**config.mk**
```make
export PLATFORM = sky130hd
export DESIGN_NAME = load_result_fmt
export DESIGN_NICKNAME = d
export VERILOG_FILES = /design/src/rtl/lrf_pkg.sv /design/src/rtl/lrf_extend.sv /design/src/rtl/lrf_byte_swap.sv /design/src/rtl/load_result_fmt.sv
export SDC_FILE = /design/constraint.sdc
export NUM_CORES = 1
export LEC_CHECK = 0
export ABC_AREA = 1
export CORE_UTILIZATION = 35
export DETAILED_ROUTE_END_ITERATION = 12
export PLACE_DENSITY = 0.66
export SLEW_MARGIN = 20
export SYNTH_ARGS = -nofsm -noshare
export SYNTH_HDL_FRONTEND = slang
export SYNTH_HIERARCHICAL = 1
export SYNTH_SLANG_ARGS = --single-unit
```
**constraint.sdc**
```tcl
create_clock -name clk -period 2.4 [get_ports clk]
set_input_delay 0.6 -clock clk [delete_from_list [all_inputs] [get_ports clk]]
set_output_delay 0.6 -clock clk [all_outputs]
set_load 0.1 [all_outputs]
```
**src/rtl/lrf_pkg.sv**
```systemverilog
package lrf_pkg;
  localparam int XLEN_DEF = 64;
  localparam int LANE_W   = 8;

  typedef enum logic [1:0] {
    SZ_BYTE  = 2'd0,
    SZ_HALF  = 2'd1,
    SZ_WORD  = 2'd2,
    SZ_DWORD = 2'd3
  } size_e;
endpackage

```
**src/rtl/lrf_extend.sv**
```systemverilog
module lrf_extend #(
  parameter int XLEN = lrf_pkg::XLEN_DEF
) (
  input  logic [$clog2($clog2(XLEN/lrf_pkg::LANE_W)+1)-1:0] size,
  input  logic                                              sext,
  input  logic [XLEN-1:0]                                   data,
  output logic [XLEN-1:0]                                   result
);
  localparam int NB    = XLEN / lrf_pkg::LANE_W;
  localparam int LOGNB = $clog2(NB);

  logic [XLEN-1:0] cand [LOGNB+1];

  // One candidate per item size; the widest one passes straight through.
  for (genvar k = 0; k <= LOGNB; k++) begin : g_size
    localparam int W = lrf_pkg::LANE_W << k;
    if (W >= XLEN) begin : g_full
      assign cand[k] = data;
    end else begin : g_part
      assign cand[k] = {{(XLEN-W){sext & data[W-1]}}, data[W-1:0]};
    end
  end

  assign result = cand[size];
endmodule

```
**src/rtl/lrf_byte_swap.sv**
```systemverilog
module lrf_byte_swap #(
  parameter int XLEN = lrf_pkg::XLEN_DEF
) (
  input  logic [$clog2($clog2(XLEN/lrf_pkg::LANE_W)+1)-1:0] size,
  input  logic [XLEN-1:0]                                   data,
  output logic [XLEN-1:0]                                   result
);
  localparam int LW    = lrf_pkg::LANE_W;
  localparam int NB    = XLEN / LW;
  localparam int LOGNB = $clog2(NB);

  logic [XLEN-1:0] cand [LOGNB+1];

  // Reverse the low 2^k lanes for each size k, clearing the lanes above.
  for (genvar k = 0; k <= LOGNB; k++) begin : g_size
    localparam int N = 1 << k;
    for (genvar b = 0; b < NB; b++) begin : g_lane
      if (b < N) begin : g_in
        assign cand[k][b*LW +: LW] = data[(N-1-b)*LW +: LW];
      end else begin : g_out
        assign cand[k][b*LW +: LW] = '0;
      end
    end
  end

  assign result = cand[size];
endmodule

```
**src/rtl/load_result_fmt.sv**
```systemverilog
module load_result_fmt #(
  parameter int XLEN = lrf_pkg::XLEN_DEF,
  localparam int NB  = XLEN / lrf_pkg::LANE_W,
  localparam int SZW = $clog2($clog2(NB)+1)
) (
  input  logic            clk,
  input  logic            rst,
  input  logic            in_valid,
  input  logic [SZW-1:0]  in_size,
  input  logic            in_sext,
  input  logic            in_brev,
  input  logic [XLEN-1:0] in_data,
  output logic            out_valid,
  output logic [XLEN-1:0] out_data,
  output logic            out_err
);
  import lrf_pkg::*;

  localparam logic [SZW-1:0] SZ_MIN = '0;
  localparam logic [SZW-1:0] SZ_MAX = SZW'($clog2(NB));

  logic [XLEN-1:0] ext_val;
  logic [XLEN-1:0] swp_val;
  logic            illegal;
  logic [XLEN-1:0] next_val;

  lrf_extend #(.XLEN(XLEN)) u_ext (
    .size   (in_size),
    .sext   (in_sext),
    .data   (in_data),
    .result (ext_val)
  );

  lrf_byte_swap #(.XLEN(XLEN)) u_swp (
    .size   (in_size),
    .data   (in_data),
    .result (swp_val)
  );

  assign illegal  = in_brev & (in_sext | (in_size == SZ_MIN));
  assign next_val = illegal ? '0 : (in_brev ? swp_val : ext_val);

  always_ff @(posedge clk) begin
    if (rst) begin
      out_valid <= 1'b0;
      out_data  <= '0;
      out_err   <= 1'b0;
    end else begin
      out_valid <= in_valid;
      if (in_valid) begin
        out_data <= next_val;
        out_err  <= illegal;
      end
    end
  end

  AST_VALID_LAG: assert property (@(posedge clk) disable iff (rst)
    in_valid |=> out_valid);
  AST_IDLE_HOLD: assert property (@(posedge clk) disable iff (rst)
    !in_valid |=> (!out_valid && $stable(out_data) && $stable(out_err)));
  AST_ERR_ZERO: assert property (@(posedge clk) disable iff (rst)
    out_err |-> (out_data == '0));
  AST_BAD_COMBO: assert property (@(posedge clk) disable iff (rst)
    (in_valid && in_brev && (in_sext || in_size == SZ_MIN)) |=> out_err);
  AST_BYTE_ZEXT: assert property (@(posedge clk) disable iff (rst)
    (in_valid && in_size == SZ_MIN && !in_sext && !in_brev)
      |=> (out_data[XLEN-1:lrf_pkg::LANE_W] == '0));
  AST_DWORD_PASS: assert property (@(posedge clk) disable iff (rst)
    (in_valid && in_size == SZ_MAX && !in_brev) |=> (out_data == $past(in_data)));
endmodule

```
# Word-level counts from Yosys, hierarchy flattened
# Cells that the tools add are included.
[word_totals]
mem_count = 0
mem_bits_ro = 0
latch_bits = 0
ramBits = 0
reg_bits = 66
output_inout_bits = 66
in_bits = 71
[op_classes]
muxes = 8
n_reduce_logical = 1
multipliers = 0
n_shift = 0
n_lt_le_gt_ge = 1
bitwise_logic = 6
n_eq_ne = 0
n_addsub = 0
div_mod_pow = 0
[op_table]
columns = ["op", "n"]
rows = [
  ["$mux W64", 6],
  ["$bmux W64 S2", 2],
  ["$and A1 B1 Y1", 4],
  ["$ge A3 B3 Y1 const B", 1],
  ["$not A2 Y3", 1],
  ["$logic_not A2 Y1", 1],
  ["$or A1 B1 Y1", 1],
]

# Depth between registers and ports, before layout
# Gate-level depths: netlist of the first run.
[logic_depth]
word_depth = 6
mapped_depth = 12
mapped_depth_nobuf = 9

# Cells and area by module
# Netlist of the first run, hierarchy kept.
[modules_own_cells]
columns = ["mod", "instances", "area_per_inst_um2", "cells_each"]
rows = [
  ["load_result_fmt", 1, 3314.4, 498],
  ["lrf_byte_swap", 1, 970.9, 235],
  ["lrf_extend", 1, 882.1, 211],
]

# Worst setup path before layout of the first run
# No wires, ideal clock.
[synth_path]
path_kind = "input-to-reg"
from = "input in_size[0]"
to = "register out_data[18]"
t_arrival_ns = 1.493
setup_ns = 0.132
n_path_buf = 3
cell_stages = 12
slack_ns = 0.775
path_cell_list = "buf_2 > inv_2 > nand3_1 > nand2_1 > nand2_2 > buf_6 > buf_6 > nand2_1 > o21ai_0 > nor2_1 > nand2_1 > a21oi_1"
[synth_between]
elab_chain_cells = 6
[synth_rtl]
columns = ["element", "line", "rtl"]
rows = [
  ["from (decl)", "load_result_fmt.sv:9", "input logic [SZW-1:0] in_size,"],
  ["$not A2 Y3 (not written as such)", "lrf_extend.sv:24", "assign result = cand[size];"],
  ["$bmux W64 S2", "lrf_extend.sv:24", ""],
  ["$mux W64 (not written as such) (2 in a row)", "lrf_extend.sv:24", ""],
  ["named net ext_val[18]", "load_result_fmt.sv:22", "logic [XLEN-1:0] ext_val;"],
  ["$mux W64 (2 in a row)", "load_result_fmt.sv:41", "assign next_val = illegal ? '0 : (in_brev ? swp_val : ext_val);"],
  ["to (signal assigned)", "load_result_fmt.sv:51", "out_data <= next_val;"],
  ["to (decl)", "load_result_fmt.sv:14", "output logic [XLEN-1:0] out_data,"],
]
# The timed path passes the listed nets, and every way through them passes these cells. The select of a mux whose other input is x is not followed.
# A chain may end at the register's enable or synchronous reset.

# Worst setup path after layout of the first run
[layout_path]
from = "input in_sext"
to = "register out_data[49]"
[layout_between]
elab_chain_cells = 6
[layout_rtl]
columns = ["element", "line", "rtl"]
rows = [
  ["from (decl)", "load_result_fmt.sv:10", "input logic in_sext,"],
  ["$and A1 B1 Y1", "lrf_extend.sv:20", "assign cand[k] = {{(XLEN-W){sext & data[W-1]}}, data[W-1:0]};"],
  ["$bmux W64 S2 *", "lrf_extend.sv:24", ""],
  ["$mux W64 (not written as such) * (2 in a row)", "lrf_extend.sv:24", ""],
  ["named net ext_val[49]", "load_result_fmt.sv:22", ""],
  ["$mux W64 * (2 in a row)", "load_result_fmt.sv:41", ""],
]
# Mark *: on every way through the listed nets, which the timed path passes. The rest lies on a longest branch. The select of a mux whose other input is x is not followed.

==> results.sh, run 1 <==
export IMPL_period_share=0.8014
export IMPL_routabilityCongestion=0.9410
export IMPL_core_area_sq_um=14480
export IMPL_drtIter0Drc=475
export IMPL_p_leak_uw=0.003370
export IMPL_drive_above_1_share=0.1258
export IMPL_synth_area_leaders="nand2_1 (29%), dfxtp_1 (26%), nor2_1 (13%), o21ai_0 (6.9%), a21oi_1 (6.2%)"
export IMPL_ir_drop_mv=0.3108
export IMPL_status="completed"
export IMPL_drc=0
export IMPL_hold_class="flop to flop"
export IMPL_start_kind="primary input"
export IMPL_seqPwrFrac=0.307
export IMPL_row_count=44
export IMPL_yosysUniqueCellTypes=23
export IMPL_max_freq_mhz=519.9
export IMPL_wire_per_inst_microns=15.02
export IMPL_synth_commonest_cells="nand2_1 (393), nor2_1 (178), o21ai_0 (71)"
export IMPL_nNetsFinal=1108
export IMPL_cts_tree="yes"
export IMPL_n_antenna_cell=0
export IMPL_syn_inst=944
export IMPL_clkPwrFrac=0.355
export IMPL_final_setup_skew_ns=0
export IMPL_routed_wl_microns=18410
export IMPL_antenna_found_initial=0
export IMPL_grt_total_usage=0.2496
export IMPL_vias=6117
export IMPL_htreeDepth=3
export IMPL_rsz0062_at_grt="no"
export IMPL_synth_edff_count=0
export IMPL_tightest_slew_ns=0.4686
export IMPL_comb_power_share=0.337
export IMPL_syn_num_nets=1015
export IMPL_cts_made_buffers=9
export IMPL_p_sw_frac=0.3754
export IMPL_postPlaceCellArea_sq_um=6287
export IMPL_ctsResizeCount=0
export IMPL_maxSlewHeadroom=0.6871
export IMPL_p_int_uw=2415
export IMPL_final_hold_viol_count=0
export IMPL_yosys_warnings=6
export IMPL_synth_top_area_cell="nand2_1"
export IMPL_async_reset_ff_frac=0
export IMPL_dieArea_sq_um=15250
export IMPL_viasPerCell=4.993
export IMPL_fp_dieH_microns=123.5
export IMPL_synth_top_area_frac=0.2855
export IMPL_p_per_area_nw_per_um2=586.4
export IMPL_clock_latency_ns=0.34
export IMPL_worstPathRequired_ns=2.68
export IMPL_crit_type="primary input to flop"
export IMPL_min_period_ns=1.923
export IMPL_hpwl_microns=13400
export IMPL_grt_pass1_wl_microns=28800
export IMPL_setup_viol=0
export IMPL_post_synth_top_count_cell="nand2_1"
export IMPL_crit_fanout=32
export IMPL_root_buffer="clkbuf_16"
export IMPL_ant_nets=0
export IMPL_io_buffers=136
export IMPL_synth_seq_cells=66
export IMPL_syn_area_per_cell_sq_um=5.474
export IMPL_cts_hold_buf=0
export IMPL_cts_sinks=66
export IMPL_die_x_microns=123.5
export IMPL_drv_cap=0
export IMPL_synth_seq_area_share=0.2557
export IMPL_finish_instance_area_sq_um=6593
export IMPL_initial_core_util=0.3569
export IMPL_p_switching_uw=1451
export IMPL_ios=137
export IMPL_grt_max_degree=49
export IMPL_path_clk_slew_ns=0.05
export IMPL_drt_pass1_iterations=6
export IMPL_area_growth_pct=27.58
export IMPL_syn_area_sq_um=5167
export IMPL_synth_flop_cell="dfxtp_1"
export IMPL_arrival_ns=2.20
export IMPL_clockBufferDepth=2
export IMPL_end_kind="flop"
export IMPL_r2r_setup_slack_ns=1.75
export IMPL_finalMaxSlewViolations=0
export IMPL_post_cts_setup_buffer_count=0
export IMPL_grt_ovfl_total=0
export IMPL_finalSetupTns_ns=0
export IMPL_grt_pass1_vias=5571
[worst paths after layout]
check,from,endpoint,cells after the start
setup / recovery,in_sext,out_data[49]$_SDFFE_PP0P_,10
hold / removal,out_data[5]$_SDFFE_PP0P_,out_data[5]$_SDFFE_PP0P_,2
setup reg to reg,out_data[12]$_SDFFE_PP0P_,out_data[12]$_SDFFE_PP0P_,2
hold reg to reg,out_data[5]$_SDFFE_PP0P_,out_data[5]$_SDFFE_PP0P_,2
[critical path: stages]
cell,delay [ns]
clkdlybuf4s50_1,0.59
nand3_1,0.12
buf_4,0.26
nand2_1,0.10
nand2_1,0.05
nand2_1,0.07
o21ai_1,0.05
nor2_1,0.16
nand2_1,0.09
a21oi_1,0.12
[state kept, by name, summed over array words and instances (netlist names)]
name and count:
out_data 64, out_err 1, out_valid 1
[power groups by stage]
| stage | Sequential [uW] | Combinational [uW] | Clock (uW) |
|---|---|---|---|
| 2_1_floorplan | 1620 | 528 | 0 |
| 6_report | 1190 | 1300 | 1370 |
| 5_1_grt | 1190 | 1400 | 1440 |
| 3_3_place_gp | 1210 | 1290 | 0 |
| 3_5_place_dp | 1210 | 1290 | 0 |
| 4_1_cts | 1190 | 1300 | 1400 |
[placed cells by master, fill, tap and decap left out]
master	netlist	routed
o21ai_4	0	1
bufinv_16	0	1
nand2_2	2	2
clkbuf_8	0	3
buf_12	0	6
inv_2	2	3
clkdlybuf4s50_1	0	66
o21ai_1	9	9
clkbuf_16	0	9
inv_6	1	1
o21ai_0	71	71
nand2_1	393	393
nor2_1	178	178
a21oi_1	64	64
inv_1	42	41
inv_4	1	1
clkbuf_1	14	1
a21oi_2	9	9
buf_4	16	89
nor2_2	1	1
buf_2	25	4
clkinv_2	0	1
nand3_1	19	19
dfxtp_1	66	66
o21bai_1	1	1
nand4_1	1	1
[cell families (layout without fill, tap and decap cells)]
logic type | Yosys count | after routing | share of synthesized area
DFF | 66 | 66 | 0.2557
AOI/OAI and AO/OA | 155 | 155 | 0.1579
and+or+nand+nor | 594 | 594 | 0.4380
buffers and inverters | 129 | 226 | 0.1484
[routing by layer]
layer  part of all wire  GRT usage  up-vias
met4              0.035     0.1288        0
met5                  0          0        -
met2               0.43     0.3785      263
met1               0.45     0.3344     2736
met3              0.079    0.04751       37
li1                   -          -     3081
[final cells by class]
cell class,instances,area [sq um]
fillers,1620,7886
multi-input cells,749,3087
repair buffers,165,1469
flip-flops and latches,66,1321
clock buffers,13,270.3
well taps,184,230.2
inverters,46,180.2
clock inverters,2,35.03
[metrics by stage]
stage | cells | hold WS [ns] | power, uW | util | setup WS (ns)
2_1_floorplan | 944 | 0.9043 | 2150 | - | 0.7747
3_3_place_gp | 1210 | 0.4545 | 2504 | 0.4342 | 0.1706
3_5_place_dp | 1210 | 0.4566 | 2505 | 0.4342 | 0.1615
4_1_cts | 1225 | 0.4649 | 3884 | 0.4553 | 0.5224
5_1_grt | 1225 | 0.4796 | 4037 | 0.4553 | 0.2688
6_report | 1225 | 0.4626 | 3866 | 0.4553 | 0.4767
Note: power is estimated with default switching activity, not from simulation.
==> run 2, diff against run 1 <==
==> constraint.sdc (replaced) <==
create_clock -name clk -period 1.89 [get_ports clk]
set_input_delay 0.4725 -clock clk [delete_from_list [all_inputs] [get_ports clk]]
set_output_delay 0.4725 -clock clk [all_outputs]
set_load 0.1 [all_outputs]
==> run 2 against run 1 <==
  * First-iteration DRC count increased by 49%
  * Combinational power increased by 46%
  * Count of clock-buffer cells in the layout unchanged
  * Largest power group is now combinational logic
  * Non-clock buffer count increased by 27
  * Largest cell class unchanged
  * Clock skew unchanged
  * Critical path type unchanged
==> results.sh, run 2 (synthesized netlist as in run 1, its figures left out) <==
export IMPL_p_sw_frac=0.3630
export IMPL_holdPathStages=2
export IMPL_seqPwrFrac=0.299
export IMPL_maxSlewHeadroom=0.7283
export IMPL_root_buffer="clkbuf_16"
export IMPL_worstPathRequired_ns=2.17
export IMPL_slowest_stage="clkdlybuf4s50_1"
export IMPL_routabilityCongestion=0.9234
export IMPL_post_route_util=0.5324
export IMPL_p_per_area_nw_per_um2=672.3
export IMPL_p_leak_uw=0.003733
export IMPL_reg_top3="out_data: 64 flops, out_err: 1 flops, out_valid: 1 flops"
export IMPL_cts_hold_buf=0
export IMPL_tightest_slew_ns=0.4069
export IMPL_drive_above_1_share=0.1479
export IMPL_io_buffers=136
export IMPL_setup_viol=0
export IMPL_routed_wl_microns=18530
export IMPL_largest_reg_flops=64
export IMPL_core_area_sq_um=14480
export IMPL_cts_tree="yes"
export IMPL_largest_register="out_data"
export IMPL_cts_sinks=66
export IMPL_n_antenna_cell=0
export IMPL_layout_common_cells="nand2_1 (393), nor2_1 (178), buf_12 (79)"
export IMPL_final_hold_viol_count=0
export IMPL_wire_per_inst_microns=14.80
export IMPL_p_switching_uw=1881
export IMPL_crit_reg2reg_capture="out_data[15]$_SDFFE_PP0P_"
export IMPL_r2r_setup_slack_ns=1.14
export IMPL_drtIter0Drc=707
export IMPL_min_delay_start="out_data[53]$_SDFFE_PP0P_"
export IMPL_start_kind="primary input"
export IMPL_r2r_start="out_data[15]$_SDFFE_PP0P_"
export IMPL_rsz0062_at_grt="no"
export IMPL_comb_power_share=0.366
export IMPL_ios=137
export IMPL_p_int_uw=3301
export IMPL_dieArea_sq_um=15250
export IMPL_initial_core_util=0.3569
export IMPL_path_clk_slew_ns=0.05
export IMPL_period_share=0.8989
export IMPL_grt_max_degree=65
export IMPL_drv_cap=0
export IMPL_vias=6232
export IMPL_viasPerCell=4.978
export IMPL_final_setup_skew_ns=0
export IMPL_nNetsFinal=1135
export IMPL_cp_common_cell="nand2_1"
export IMPL_row_count=44
export IMPL_grt_total_usage=0.2489
export IMPL_post_cts_setup_buffer_count=0
export IMPL_arrival_ns=1.98
export IMPL_r2r_cells=2
export IMPL_area_growth_pct=49.18
export IMPL_fp_dieH_microns=123.5
export IMPL_final_common_cell="nand2_1"
export IMPL_hold_end="out_data[53]$_SDFFE_PP0P_"
export IMPL_die_x_microns=123.5
export IMPL_critPathTopFamily="buffers and inverters"
export IMPL_cp_cell_sequence="clkdlybuf4s50_1 -> nand3_1 -> buf_12 -> nand2_1 -> nand2_1 -> nand2_1 -> o21ai_0 -> nor2_1 -> nand2_1 -> a21oi_2"
export IMPL_max_freq_mhz=588.6
export IMPL_grt_pass1_vias=5602
export IMPL_status="completed"
export IMPL_critPathMaxStageDelay_ns=0.52
export IMPL_ant_nets=0
export IMPL_pre_cts_slack_ns=-0.1341
export IMPL_crit_type="primary input to flop"
export IMPL_hpwl_microns=13900
export IMPL_end_kind="flop"
export IMPL_grt_pass1_wl_microns=28800
export IMPL_hold_class="flop to flop"
export IMPL_cp_num_buf_inv=2
export IMPL_htreeDepth=3
export IMPL_clockBufferDepth=2
export IMPL_power_uw=5183
export IMPL_drt_pass1_iterations=6
export IMPL_grt_ovfl_total=0
export IMPL_finalMaxSlewViolations=0
export IMPL_cts_made_buffers=9
export IMPL_drc=0
export IMPL_min_period_ns=1.699
export IMPL_crit_fanout=16
export IMPL_clock_latency_ns=0.34
export IMPL_ir_drop_mv=0.4157
export IMPL_timing_final_ws_setup_ns=0.1912
export IMPL_antenna_found_initial=0
export IMPL_ctsResizeCount=0
export IMPL_finalSetupTns_ns=0
export IMPL_clkPwrFrac=0.335
[run 2: power by group through the flow]
stage / Sequential (uW) / Combinational [uW] / Clock, uW
final: 1550 / 1900 / 1730
after global routing: 1560 / 2020 / 1830
after CTS: 1550 / 1890 / 1770
after detailed placement: 1580 / 1890 / 0
after global placement: 1580 / 1880 / 0
after floorplan: 2060 / 671 / 0
[run 2: worst max-delay path by stage]
stage	from	to	slack, ns	depth (start not counted)
global placement	in_sext	out_data[61]$_SDFFE_PP0P_	-0.11	10
detailed placement	in_sext	out_data[54]$_SDFFE_PP0P_	-0.13	10
CTS	in_sext	out_data[54]$_SDFFE_PP0P_	0.20	10
finish	in_sext	out_data[45]$_SDFFE_PP0P_	0.19	10
global route	in_sext	out_data[54]$_SDFFE_PP0P_	0.02	10
floorplan	in_size[0]	out_data[18]$_SDFFE_PP0P_	0.39	12
[run 2: tightest hold or removal path: cells and delay by family, from the launching register on]
family | cells | cell delay, ns
AO/OA/AOI/OAI | 1 | 0.05
flip-flops | 1 | 0.33
AND/OR/NAND/NOR | 1 | 0.07
[run 2: per-layer routing]
metal | track usage | vias to the layer above | wire (microns)
met5 | 0 | - | 0
met4 | 0.1235 | 0 | 609
met3 | 0.03967 | 36 | 1334
met2 | 0.3844 | 262 | 8171
met1 | 0.3345 | 2792 | 8414
li1 | - | 3142 | -
[run 2: metrics by stage]
step,hold slack [ns],area (sq um),std cells
6_report,0.4976,7709,1252
5_1_grt,0.5163,7709,1252
4_1_cts,0.5005,7709,1252
3_5_place_dp,0.4925,7403,1237
3_3_place_gp,0.4889,7403,1237
2_1_floorplan,0.7768,5167,944
[run 2: layout make-up]
| type | instances | area [sq um] |
|---|---|---|
| multi-input cells | 749 | 3087 |
| repair buffers | 192 | 2585 |
| flip-flops and latches | 66 | 1321 |
| well taps | 184 | 230.2 |
| clock inverters | 2 | 35.03 |
| inverters | 46 | 180.2 |
| fillers | 1450 | 6770 |
| clock buffers | 13 | 270.3 |
